File: config.mk
export PLATFORM = sky130hd
export DESIGN_NAME = tcmp_top
export DESIGN_NICKNAME = d
export VERILOG_FILES = /design/src/rtl/tcmp_pkg.sv /design/src/rtl/tcmp_match.sv /design/src/rtl/tcmp_action.sv /design/src/rtl/tcmp_latch.sv /design/src/rtl/tcmp_top.sv
export SDC_FILE = /design/constraint.sdc
export NUM_CORES = 1
export LEC_CHECK = 0
export BUFFER_PORTS_ARGS = -buffer_cell sky130_fd_sc_hd__buf_2
export CAP_MARGIN = 20
export CORE_UTILIZATION = 45
export CTS_CLUSTER_DIAMETER = 200
export DETAILED_ROUTE_END_ITERATION = 7
export PLACE_DENSITY = 0.76
export SETUP_SLACK_MARGIN = 0.15
export SLEW_MARGIN = 20
export SYNTH_ARGS = -nofsm -noshare
export SYNTH_HDL_FRONTEND = slang
export SYNTH_HIERARCHICAL = 1
export SYNTH_SLANG_ARGS = --single-unit
File: constraint.sdc
create_clock -name clk_i -period 1.8 [get_ports clk_i]
set_input_delay 0.27 -clock clk_i [delete_from_list [all_inputs] [get_ports clk_i]]
set_output_delay 0.27 -clock clk_i [all_outputs]
set_load 0.02 [all_outputs]
File: src/rtl/tcmp_pkg.sv
package tcmp_pkg;
  typedef enum logic [3:0] {
    MODE_OFF  = 4'b0000,
    MODE_SET  = 4'b1000,
    MODE_CLR  = 4'b1001,
    MODE_FLAG = 4'b1010,
    MODE_EVT  = 4'b1011
  } tcmp_mode_e;

  // compare modes share the 2'b10 prefix
  function automatic logic is_cmp_mode(input logic [3:0] m);
    return m[3:2] == 2'b10;
  endfunction
endpackage

File: src/rtl/tcmp_match.sv
module tcmp_match #(
  parameter int unsigned W = 16
) (
  input  logic         clk_i,
  input  logic         rst_ni,
  input  logic [W-1:0] timer_i,
  input  logic [W-1:0] wdata_i,
  input  logic         we_i,
  output logic         match_o
);
  logic [W-1:0] cmp_q;
  logic         eq, eq_q;

  assign eq      = (timer_i == cmp_q);
  assign match_o = eq & ~eq_q;

  always_ff @(posedge clk_i or negedge rst_ni) begin
    if (!rst_ni) begin
      cmp_q <= '0;
      eq_q  <= 1'b0;
    end else begin
      eq_q <= eq;
      if (we_i) cmp_q <= wdata_i;
    end
  end
endmodule

File: src/rtl/tcmp_action.sv
module tcmp_action
  import tcmp_pkg::*;
(
  input  logic [3:0] mode_i,
  input  logic       match_i,
  output logic       set_o,
  output logic       clr_o,
  output logic       flag_set_o,
  output logic       trig_o,
  output logic       force_low_o
);
  always_comb begin
    set_o       = 1'b0;
    clr_o       = 1'b0;
    trig_o      = 1'b0;
    force_low_o = (mode_i == MODE_OFF);
    flag_set_o  = match_i & is_cmp_mode(mode_i);
    if (match_i) begin
      unique case (mode_i)
        MODE_SET: set_o  = 1'b1;
        MODE_CLR: clr_o  = 1'b1;
        MODE_EVT: trig_o = 1'b1;
        default: ;
      endcase
    end
  end
endmodule

File: src/rtl/tcmp_latch.sv
module tcmp_latch (
  input  logic clk_i,
  input  logic rst_ni,
  input  logic set_i,
  input  logic clr_i,
  input  logic force_low_i,
  output logic q_o
);
  logic q;

  always_ff @(posedge clk_i or negedge rst_ni) begin
    if (!rst_ni)          q <= 1'b0;
    else if (force_low_i) q <= 1'b0;
    else if (set_i)       q <= 1'b1;
    else if (clr_i)       q <= 1'b0;
  end

  assign q_o = q;
endmodule

File: src/rtl/tcmp_top.sv
module tcmp_top #(
  parameter int unsigned W = 16
) (
  input  logic         clk_i,
  input  logic         rst_ni,
  input  logic [W-1:0] timer_i,
  input  logic [W-1:0] cmp_wdata_i,
  input  logic         cmp_we_i,
  input  logic [3:0]   mode_i,
  input  logic         flag_clr_i,
  output logic         pin_o,
  output logic         flag_o,
  output logic         timer_rst_o
);
  logic match, set, clr, flag_set, trig, force_low;
  logic flag_q, trst_q;

  tcmp_match #(.W(W)) u_match (
    .clk_i   (clk_i),
    .rst_ni  (rst_ni),
    .timer_i (timer_i),
    .wdata_i (cmp_wdata_i),
    .we_i    (cmp_we_i),
    .match_o (match)
  );

  tcmp_action u_action (
    .mode_i      (mode_i),
    .match_i     (match),
    .set_o       (set),
    .clr_o       (clr),
    .flag_set_o  (flag_set),
    .trig_o      (trig),
    .force_low_o (force_low)
  );

  tcmp_latch u_latch (
    .clk_i       (clk_i),
    .rst_ni      (rst_ni),
    .set_i       (set),
    .clr_i       (clr),
    .force_low_i (force_low),
    .q_o         (pin_o)
  );

  // set beats software clear
  always_ff @(posedge clk_i or negedge rst_ni) begin
    if (!rst_ni) begin
      flag_q <= 1'b0;
      trst_q <= 1'b0;
    end else begin
      trst_q <= trig;
      if (flag_set)        flag_q <= 1'b1;
      else if (flag_clr_i) flag_q <= 1'b0;
    end
  end

  assign flag_o      = flag_q;
  assign timer_rst_o = trst_q;
endmodule

# == Word-level counts from Yosys, hierarchy flattened ==
# Cells that the tools add are included.
# op_classes
eq_ne,5
n_mux,11
n_bitwise,3
reduce_logical,3
# ops
operator,count
$eq A16 B16 Y1,1
$eq A4 B4 Y1 const B,3
$mux W1,11
$logic_not A4 Y1,1
$reduce_bool A3 Y1,1
$and A1 B1 Y1,2
$eq A2 B2 Y1 const B,1
$reduce_bool A2 Y1,1
$not A1 Y1,1
# word_totals
reg_bits,20
inputBits,40
out_inout_bits,3
word_cells,27

# == Logic depth before layout (Yosys ltp) ==
# Gate-level depths: netlist of run 1.
# depth
word_depth,6
ltp_mapped,8
mapped_depth_nobuf,8

# == By module ==
# Netlist of run 1, hierarchy kept.
# modules_own_cells
module,n_inst,cells_per_inst,area_per_inst_um2,seq_area_each_um2
tcmp_match,1,57,799.5,425.4
tcmp_top,1,4,61.3,50.0
tcmp_action,1,5,43.8,0.0
tcmp_latch,1,4,43.8,25.0

# == Worst setup path before layout of run 1 ==
# No wires, ideal clock.
# synth_path
path_type,register to register
from,register u_match.cmp_q[10]
to,register u_latch.q (netlist: u_latch/q_o)
setup_time_ps,133
t_arrival_ps,1520
t_required_ps,1667
slack_ps,147
path_stages_with_launch,9
n_path_buf,0
period_less_slack_ps,1653
cell_sequence,dfrtp_1 xnor2_1 nand4_1 nor4_2 nor2b_1 and3b_2 and3b_1 nand2b_1 a21oi_2
# synth_via
elab_cells_between_ends,7
cone_classes,eq/ne (1); mux (4); bitwise (1); reduce/logical (1)
# synth_lines
item,line,source
start: declaration,tcmp_match.sv:11,logic [W-1:0] cmp_q;
start signal: assignment,tcmp_match.sv:23,if (we_i) cmp_q <= wdata_i;
$eq A16 B16 Y1,tcmp_match.sv:14,assign eq = (timer_i == cmp_q);
via u_match.eq,tcmp_match.sv:12,"logic eq, eq_q;"
$and A1 B1 Y1,tcmp_match.sv:15,assign match_o = eq & ~eq_q;
via match,tcmp_top.sv:15,"logic match, set, clr, flag_set, trig, force_low;"
$mux W1,tcmp_action.sv:18,if (match_i) begin
via clr,tcmp_top.sv:15,
$reduce_bool A3 Y1 (no source line),n/a,
end signal: assignment,tcmp_latch.sv:12,if (!rst_ni) q <= 1'b0;
end signal: assignment,tcmp_latch.sv:13,else if (force_low_i) q <= 1'b0;
end signal: assignment,tcmp_latch.sv:14,else if (set_i) q <= 1'b1;
end: declaration,tcmp_latch.sv:9,logic q;
# The timed path passes the listed nets, and every way through them passes these cells.
# A chain may end at the register's enable or synchronous reset.

# == Worst setup path in the final report of run 1 ==
# layout_path
from,register u_match.cmp_q[15]
to,register u_latch.q (netlist: u_latch/q_o)
# The elaborated chain is that of the path after synthesis.

==> flow_metrics.py, run 1 <==
metrics = {
    "run_status": {
        "status": "finished, violations left",
        "violations": "setup timing",
    },
    "clock_tree": {
        "cts_buffers": 3,
        "clk_latency_ps": 300,
        "htree_levels": 1,
        "cts-root-buf": "clkbuf_4",
        "cts_sinks": 20,
        "cts_tree": "yes",
        "cts_buffer_depth": 2,
        "clkTransAtPathRegs_ps": 110,
    },
    "synth": {
        "syn_nets": 110,
        "synthCells": 70,
        "synth_edf_count": 0,
        "async_flop_share": 1.00,
        "syn_area_um2": 948,
        "yosysTopAreaCell": "dfrtp_1",
        "yosys_warnings": 6,
        "synth_commonest_cells": "dfrtp_1 (20), mux2_2 (16), xnor2_1 (16)",
        "ys_types": 16,
        "yosysTopAreaCellShare": 0.528,
        "post-synth-top-count-cell": "dfrtp_1",
        "ys_seq_elements": 20,
        "yosys_most_used_dff": "dfrtp_1",
        "synth.area.top_cells": "dfrtp_1 (53%), mux2_2 (19%), xnor2_1 (15%)",
        "yosysSeqAreaShare": 0.528,
        "syn_avg_cell_area_um2": 13.5,
    },
    "placed_design": {
        "dp_cells": 137,
        "dpl-instance-area_um2": 1180,
        "port-buffer-count": 42,
        "gp_congestion": 0.672,
    },
    "global_route": {
        "grt_antenna_before_repair": 0,
        "grt.total_usage": 0.162,
        "grt_pass1_wl_um": 2440,
        "grt_pass1_vias": 624,
        "grt_overflow": 0,
        "grt_max_degree": 21,
        "grt_util_met3": 0.0340,
        "use_met1": 0.172,
        "top_usage_layer": "met2",
        "use_met2": 0.289,
    },
    "worst_hold_path": {
        "holdCritPathClass": "in2reg",
        "hold_path_end": "u_match/cmp_q[11]",
        "hold_depth": 2,
        "worstHoldStart": "cmp_wdata_i[11]",
    },
    "cells_and_area": {
        "area_growth_pct": 33.0,
        "fin_area_um2": 1260,
        "diodes": 0,
        "drive_above_1_share": 0.607,
        "final_nets": 158,
        "instances_no_fill": 144,
        "finalCoreUtilization": 0.643,
    },
    "routing": {
        "via_per_inst": 4.88,
        "drt_wl_total_um": 1670,
        "vias": 702,
        "drt_iter0_markers": 1,
        "route.detailed.drc": 0,
        "ant_nets": 0,
        "firstDrtPassIters": 2,
        "routedWlPerCell_um": 11.6,
    },
    "pwr": {
        "power.leakage_nw": 0.601,
        "power.density_nw_per_um2": 734,
        "ir_drop_v": 0.000498,
    },
    "worst_setup_path": {
        "reg2reg_from": "u_match/cmp_q[15]",
        "path_max_fanout": 4,
        "r2r_cells": 8,
        "critPathKind": "reg2reg",
        "crit_required_ps": 1980,
        "r2r_setup_slack_ps": -70,
        "crit_arrival_ps": 2050,
        "crit_path_end_kind": "flip-flop",
        "rr_endpoint": "u_latch/q_o",
        "critPathLaunchType": "flip-flop",
    },
    "timing": {
        "slew_violations": 0,
        "final_hold_viol_count": 0,
        "worstMarginPinSlew_ps": 435,
        "fin_crit_ps": 1870,
        "fin_ws_ps": -70.0,
        "max_freq_ghz": 0.535,
        "max-slew-margin-rel": 0.710,
        "fin_skew_ps": 3.17,
        "finalCritPeriodShare": 1.04,
        "rsz0062_at_grt": "yes",
        "setup_violations": 1,
    },
    "flow_run": {
        "drv_cap": 0,
    },
    "floorplan": {
        "core-area_um2": 1960,
        "start_util": 0.483,
        "die_area_um2": 2300,
        "ios": 43,
        "die_w_um": 47.9,
        "dieHeight_um": 47.9,
        "rows": 16,
    },
}
-- flip-flops by register name, indices dropped and copies added, names as in the netlist --
name / count
u_match/cmp_q: 16
flag_o: 1
timer_rst_o: 1
u_latch/q_o: 1
u_match/eq_q: 1
-- power breakdown --
| group | internal, mW | switching, mW |
|---|---|---|
| logic | 0.102 | 0.0593 |
| registers | 0.485 | 0.0249 |
| clock network | 0.123 | 0.131 |
-- placed cells by master (no fill, tap or decap) --
cell and n:
buf_2 42, buf_4 2, nor2b_2 1, and3b_1 1
nand4_1 4, clkbuf_4 3, inv_1 2, nor3b_2 1
xnor2_1 15, and3_1 1, and3b_2 1, xnor2_2 1
clkbuf_8 1, dfrtp_1 20, nand2b_4 1, dlygate4sd3_1 1
a21o_1 1, a21oi_2 1, nor4_2 1, mux2_2 16
nor4_1 1
-- how the worst max path moves through the flow --
stage	start	end	slack, ps
floorplan	u_match/cmp_q[7]	u_latch/q_o	150
global placement	u_match/cmp_q[0]	u_latch/q_o	70
detailed placement	u_match/cmp_q[0]	u_latch/q_o	-4
CTS	u_match/cmp_q[15]	u_latch/q_o	-2
global route	u_match/cmp_q[15]	u_latch/q_o	-160
finish	u_match/cmp_q[15]	u_latch/q_o	-70
-- metrics by stage --
stage / hold slack (ps) / setup TNS (ps) / setup WS (ps) / power [mW]
after floorplan: -25.6 / 0 / 154 / 0.609
after global placement: 240 / 0 / 67.9 / 0.673
after detailed placement: 237 / -3.98 / -3.98 / 0.678
after CTS: 187 / -2.32 / -2.32 / 0.934
after global routing: 175 / -163 / -163 / 0.981
final: 194 / -70.0 / -70.0 / 0.926
-- metal layers --
metal / part of all wire / vias up
li1: - / 333
met1: 0.41 / 344
met2: 0.53 / 21
met3: 0.043 / 4
met4: 0.019 / 0
met5: 0 / -
-- kinds of logic (layout without fill, tap and decap cells) --
| group | count (synthesis) | in the layout | synth area share |
|---|---|---|---|
| compound gates | 2 | 2 | 0.0172 |
| xor+xnor | 16 | 16 | 0.148 |
| buf+inv | 4 | 51 | 0.0185 |
| flops | 20 | 20 | 0.528 |
| mux | 16 | 16 | 0.190 |
| simple gates | 12 | 12 | 0.0990 |
-- critical path, cell delays in order, from the launching register on --
cell	delay, ps
dfrtp_1	430
xnor2_2	160
nand4_1	140
nor4_2	330
nor2b_2	180
and3b_2	200
and3b_1	150
nand2b_4	110
a21oi_2	50
-- timing repair --
action / 4_1_cts / 5_1_grt
pin swaps: 4 / 2
endpoints found under the hold margin: 20 / 0
hold buffers: 1 / 0
endpoints found under the setup margin: 1 / 3
buffers inserted: 1 / 1
gates resized for setup: 1 / 2
-- area by class of cell --
type,count,area (um^2)
multi-input cells,46,448
inverters,2,7.51
well taps,27,33.8
clock buffers,4,36.3
fillers,186,701
flip-flops and latches,20,500
repair buffers,45,235
No activity file was read; power rests on OpenSTA's default activity.
==> run 2: changes to the inputs <==
- ABC_AREA: not set -> 1
- CORE_UTILIZATION: 45 -> 33
- PLACE_DENSITY: 0.76 -> 0.57
==> run 2 against run 1 <==
The run now ends clean. First-iteration DRC count rose to 46 times the previous value. Critical path depth up 4. Highest routed layer unchanged. Power up 0.44%. Sequential power down 3%. Clock skew up 1.9 ps. Flip-flop and latch count unchanged. Routed wire length up 28%. Sequential share of layout area down 4.3 points. Synthesized cell count up 150%. Core utilization down 19 points. Clock power up 2%.
==> flow_metrics.py, run 2 <==
metrics = {
    "global_route": {
        "grt_pass1_vias": 978,
        "grt_pass1_wl_um": 3770,
        "grt_max_degree": 33,
        "grt_antenna_before_repair": 0,
        "grt.total_usage": 0.141,
        "grt_overflow": 0,
    },
    "cells_and_area": {
        "final_common_cell": "nand2_1",
        "ff_latch_area_um2": 500,
        "largest_reg_flops": 16,
        "mostFrequentLayoutCells": "nand2_1 (76), inv_1 (42), buf_2 (42), dfrtp_1 (20), o21ai_0 (16)",
        "drive_above_1_share": 0.229,
        "regMostFlops": "u_match/cmp_q",
        "area_growth_pct": 26.9,
        "fill_cells": 348,
        "final_nets": 259,
        "multi_input_area_um2": 445,
        "diodes": 0,
    },
    "timing": {
        "fin_ws_ps": 349,
        "fin_skew_ps": 5.03,
        "max_freq_ghz": 0.689,
        "setup_violations": 0,
        "fin_setup_tns_ps": 0,
        "max-slew-margin-rel": 0.692,
        "worstMarginPinSlew_ps": 462,
        "finalCritPeriodShare": 0.806,
        "fin_crit_ps": 1450,
        "rsz0062_at_grt": "no",
        "final_hold_viol_count": 0,
        "slew_violations": 0,
    },
    "worst_hold_path": {
        "worstHoldStart": "cmp_wdata_i[2]",
        "holdCritPathClass": "in2reg",
        "hold_path_end": "u_match/cmp_q[2]",
        "hold_depth": 3,
    },
    "synth": {
        "synthSimpleGateAreaFrac": 0.318,
        "synth_top_family_by_area": "simple AND/OR/NAND/NOR gates",
        "muxShareOfSynthArea": 0,
        "synth_commonest_cells": "nand2_1 (76), inv_1 (42), dfrtp_1 (20)",
        "syn_avg_cell_area_um2": 6.41,
        "yosysSeqAreaShare": 0.449,
        "yosys_warnings": 6,
        "synth_fa_ha_area_frac": 0,
        "synth_edf_count": 0,
        "synth.area.top_cells": "dfrtp_1 (45%), nand2_1 (26%), inv_1 (14%)",
        "yosysTopAreaCellShare": 0.449,
        "synthCells": 174,
        "syn_nets": 214,
        "syn_area_um2": 1110,
        "synth_compound_area_frac": 0.0797,
        "post-synth-top-count-cell": "nand2_1",
        "async_flop_share": 1.00,
        "synthXorXnorAreaFrac": 0,
        "ys_types": 10,
        "yosys_most_used_dff": "dfrtp_1",
        "yosysTopAreaCell": "dfrtp_1",
        "ys_seq_elements": 20,
    },
    "placed_design": {
        "gp_congestion": 0.732,
        "hpwlAfterDp_um": 1650,
        "dp_slack_ps": 333,
        "port-buffer-count": 42,
    },
    "worst_setup_path": {
        "path_buf_inv": 1,
        "critPathLaunchType": "flip-flop",
        "r2r_setup_slack_ps": 350,
        "crit_arrival_ps": 1650,
        "cp_cell_sequence": "nand2_1 -> nand2_1 -> nor2_1 -> nand2_1 -> nor2_1 -> nand2_1 -> nor2_2 -> nand3_2 -> nor2_1 -> inv_1 -> nand2_1 -> a21oi_2",
        "path_max_fanout": 4,
        "critPathKind": "reg2reg",
        "crit_slowest_cell": "dfrtp_1",
        "crit_required_ps": 2000,
        "timing.critical_path.mode_cell": "nand2_1",
        "startpoint": "u_match/cmp_q[10]",
        "cp_slowest_stage_delay_ps": 400,
        "rr_endpoint": "u_latch/q_o",
        "crit_path_end_kind": "flip-flop",
        "r2r_cells": 12,
        "cp_top_family": "simple AND/OR/NAND/NOR gates",
        "reg2reg_from": "u_match/cmp_q[10]",
    },
    "clock_tree": {
        "htree_levels": 1,
        "cts_buffer_depth": 2,
        "clkTransAtPathRegs_ps": 120,
        "clk_latency_ps": 300,
        "cts_tree": "yes",
        "cts_buffers": 3,
        "cts-root-buf": "clkbuf_4",
        "cts_sinks": 20,
    },
    "floorplan": {
        "ios": 43,
        "die_area_um2": 3610,
        "start_util": 0.356,
        "core-area_um2": 3130,
        "rows": 20,
        "dieHeight_um": 60.1,
        "die_w_um": 60.1,
    },
    "pwr": {
        "power.density_nw_per_um2": 657,
        "ir_drop_v": 0.000212,
        "total_power_uw": 930,
        "power.leakage_nw": 0.895,
    },
    "routing": {
        "vias": 1038,
        "route.detailed.drc": 0,
        "via_per_inst": 3.96,
        "routedWlPerCell_um": 8.18,
        "drt_wl_total_um": 2140,
        "firstDrtPassIters": 4,
        "drt_iter0_markers": 46,
        "ant_nets": 0,
    },
    "run_status": {
        "status": "finished clean",
    },
    "flow_run": {
        "drv_cap": 0,
    },
}
==> run 2: cell types whose count changed after synthesis, sizes merged, moves of 2 or more <==
cell / previous run / this run
nand2: 0 / 76
nand4: 4 / 0
o21ai: 0 / 16
nor2: 0 / 15
nor4: 2 / 0
and3b: 2 / 0
mux2: 16 / 0
xnor2: 16 / 0
inv: 2 / 42
==> run 2: area by class of cell <==
class,count,share of cell area
Sequential cell,20,0.354
Tap cell,44,0.0389
Inverter,42,0.111
Multi-Input combinational cell,109,0.315
Timing Repair Buffer,43,0.156
Clock buffer,4,0.0256
==> run 2: cells by family (layout without fill, tap and decap cells) <==
kind of cell / after synthesis / after routing
DFF: 20 / 20
buffers and inverters: 45 / 89
and+or+nand+nor: 92 / 92
AOI/OAI and AO/OA: 17 / 17
==> run 2: timing repair <==
item / CTS / global route
resized for setup: 0 / 1
hold buffers: 1 / 0
setup buffers: 0 / 0
endpoints found under the setup margin: 0 / 1
hold endpoints to repair: 20 / 0
==> run 2: worst max path at each step <==
stage | endpoint | cells past startpoint
after floorplan | u_latch/q_o | 12
after global placement | u_latch/q_o | 14
after detailed placement | u_latch/q_o | 14
after CTS | u_latch/q_o | 12
after global routing | u_latch/q_o | 13
final | u_latch/q_o | 12
==> run 2: metrics by stage <==
stage | hold slack (ps) | std cells | instance area, um^2 | utilization
finish | 167 | 262 | 1420 | 0.452
global route | 168 | 262 | 1420 | 0.452
CTS | 149 | 262 | 1410 | 0.452
detailed placement | 252 | 257 | 1370 | 0.437
global placement | 250 | 257 | 1370 | 0.437
floorplan | -25.6 | 174 | 1110 | -
==> run 2: tightest hold or removal path, delay by kind of cell <==
family                 cells  cell delay (ps)
AO/OA/AOI/OAI              1               50
buffers and inverters      1               70
AND/OR/NAND/NOR            1               40
==> run 2: per-layer routing <==
metal,GRT usage,vias up,routed length [um]
met5,0,-,0
met4,0.0598,0,18
li1,-,589,-
met2,0.224,23,930
met3,0.0260,2,91
met1,0.185,424,1100
==> run 2: where the power goes <==
| part | switching (mW) | internal (mW) | total (mW) |
|---|---|---|---|
| Sequential | 0.0154 | 0.482 | 0.497 |
| Combinational | 0.0981 | 0.0748 | 0.173 |
| Clock | 0.137 | 0.123 | 0.260 |
| Total | 0.251 | 0.680 | 0.930 |
==> run 3: changes to the inputs <==
- clock period: 1.8 -> 1.4 ns (I/O delays scaled with it)
==> run 3 against run 2 <==
The run now ends with setup timing left. Clock skew decreased by 0.64 ps. Global-route usage decreased by 0.76 points. Power increased by 22%. Non-clock buffer count increased by 1. Largest cell class unchanged. Largest power group unchanged. Highest routed layer unchanged.
==> flow_metrics.py, run 3 (synthesis gave the netlist of run 2 again) <==
metrics = {
    "worst_setup_path": {
        "r2r_cells": 13,
        "r2r_setup_slack_ps": -10,
        "path_max_fanout": 3,
        "critPathKind": "reg2reg",
        "rr_endpoint": "u_latch/q_o",
        "crit_required_ps": 1590,
        "crit_arrival_ps": 1600,
        "reg2reg_from": "u_match/cmp_q[0]",
        "critPathLaunchType": "flip-flop",
        "crit_path_end_kind": "flip-flop",
    },
    "placed_design": {
        "port-buffer-count": 42,
        "gp_congestion": 0.746,
        "hpwlAfterDp_um": 1650,
    },
    "timing": {
        "fin_skew_ps": 4.38,
        "final_hold_viol_count": 0,
        "slew_violations": 0,
        "whs_ps": 113,
        "fin_crit_ps": 1410,
        "setup_violations": 1,
        "max-slew-margin-rel": 0.695,
        "worstMarginPinSlew_ps": 457,
        "max_freq_ghz": 0.708,
        "rsz0062_at_grt": "yes",
        "finalCritPeriodShare": 1.01,
        "fin_ws_ps": -12.5,
    },
    "clock_tree": {
        "cts_buffers": 3,
        "cts_buffer_depth": 2,
        "cts-root-buf": "clkbuf_4",
        "clk_latency_ps": 290,
        "htree_levels": 1,
        "cts_tree": "yes",
        "clkTransAtPathRegs_ps": 110,
        "cts_sinks": 20,
    },
    "routing": {
        "drt_wl_total_um": 2100,
        "routed.top_layer": "met4",
        "drt_iter0_markers": 32,
        "firstDrtPassIters": 4,
        "via_per_inst": 4.01,
        "route.detailed.drc": 0,
        "met1_length_um": 1000,
        "met3WireLength_um": 131,
        "routedWlPerCell_um": 8.03,
        "ant_nets": 0,
        "wl_met2_um": 958,
        "vias": 1050,
    },
    "global_route": {
        "grt_antenna_before_repair": 0,
        "grt_max_degree": 33,
        "grt_pass1_wl_um": 3550,
        "grt_pass1_vias": 910,
        "grt.total_usage": 0.133,
        "grt_overflow": 0,
    },
    "run_status": {
        "violations": "setup timing",
        "status": "finished, violations left",
    },
    "cells_and_area": {
        "largest_reg_flops": 16,
        "diodes": 0,
        "drive_above_1_share": 0.257,
        "regMostFlops": "u_match/cmp_q",
        "final_nets": 260,
        "area_growth_pct": 27.5,
        "final_common_cell": "nand2_1",
        "mostFrequentLayoutCells": "nand2_1 (74), buf_2 (42), inv_1 (41), dfrtp_1 (20), o21ai_0 (16)",
    },
    "floorplan": {
        "core-area_um2": 3130,
        "die_w_um": 60.1,
        "die_area_um2": 3610,
        "rows": 20,
        "dieHeight_um": 60.1,
        "start_util": 0.356,
        "ios": 43,
    },
    "worst_hold_path": {
        "holdCritPathClass": "in2reg",
        "hold_depth": 3,
        "hold_path_end": "u_match/cmp_q[3]",
        "worstHoldStart": "cmp_wdata_i[3]",
    },
    "flow_run": {
        "drv_cap": 0,
    },
    "pwr": {
        "ir_drop_v": 0.000404,
        "power.density_nw_per_um2": 796,
        "power.leakage_nw": 0.893,
        "total_power_mw": 1.13,
    },
}
## run 3: final cells by class
type | count | area (um^2)
clock buffers | 3 | 22.5
inverters | 42 | 158
flip-flops and latches | 20 | 500
fillers | 342 | 1710
repair buffers | 44 | 228
well taps | 44 | 55.1
multi-input cells | 109 | 458
## run 3: power by group
| part | switching, mW | internal (mW) |
|---|---|---|
| registers | 0.0195 | 0.619 |
| logic | 0.129 | 0.0976 |
| clock network | 0.166 | 0.100 |
| total | 0.315 | 0.817 |
## run 3: per-layer routing
| metal | up-vias | GRT usage |
|---|---|---|
| li1 | 586 | - |
| met3 | 2 | 0.0455 |
| met5 | - | 0 |
| met2 | 29 | 0.224 |
| met4 | 0 | 0.0299 |
| met1 | 433 | 0.162 |
## run 3: how the worst max path moves through the flow
stage / start / endpoint / slack (ps)
6_report: u_match/cmp_q[0] / u_latch/q_o / -10
5_1_grt: u_match/cmp_q[0] / u_latch/q_o / -200
4_1_cts: u_match/cmp_q[0] / u_latch/q_o / -10
3_5_place_dp: u_match/cmp_q[0] / u_latch/q_o / 10
3_3_place_gp: u_match/cmp_q[0] / u_latch/q_o / 30
2_1_floorplan: u_match/cmp_q[10] / u_latch/q_o / 120
## run 3: timing repair
item | CTS | global route
setup endpoints to repair | 3 | 3
resized for setup | 0 | 7
hold buffers | 1 | 0
cloned | 0 | 0
pin swaps | 0 | 2
buffers inserted | 0 | 0
endpoints found under the hold margin | 20 | 0
## run 3: metrics by stage
stage               setup TNS, ps  area [um^2]  cells  worst slack (ps)  utilization
global placement                0         1370    258              29.6        0.439
global route                 -451         1420    262              -201        0.454
finish                      -12.5         1420    262             -12.5        0.454
floorplan                       0         1110    174               120            -
detailed placement              0         1370    258              9.85        0.439
CTS                         -11.0         1410    262             -11.0        0.450
## run 3: critical path, cell delays in order (launching register included)
cell	delay [ps]
dfrtp_1	360
inv_1	50
nand2_1	50
nand2_1	60
nor2_2	100
nand2_1	70
nor2_2	120
nand2_2	70
nor2_2	90
nand3_2	100
nor2_2	90
inv_1	40
nand2_1	60
a21oi_2	50
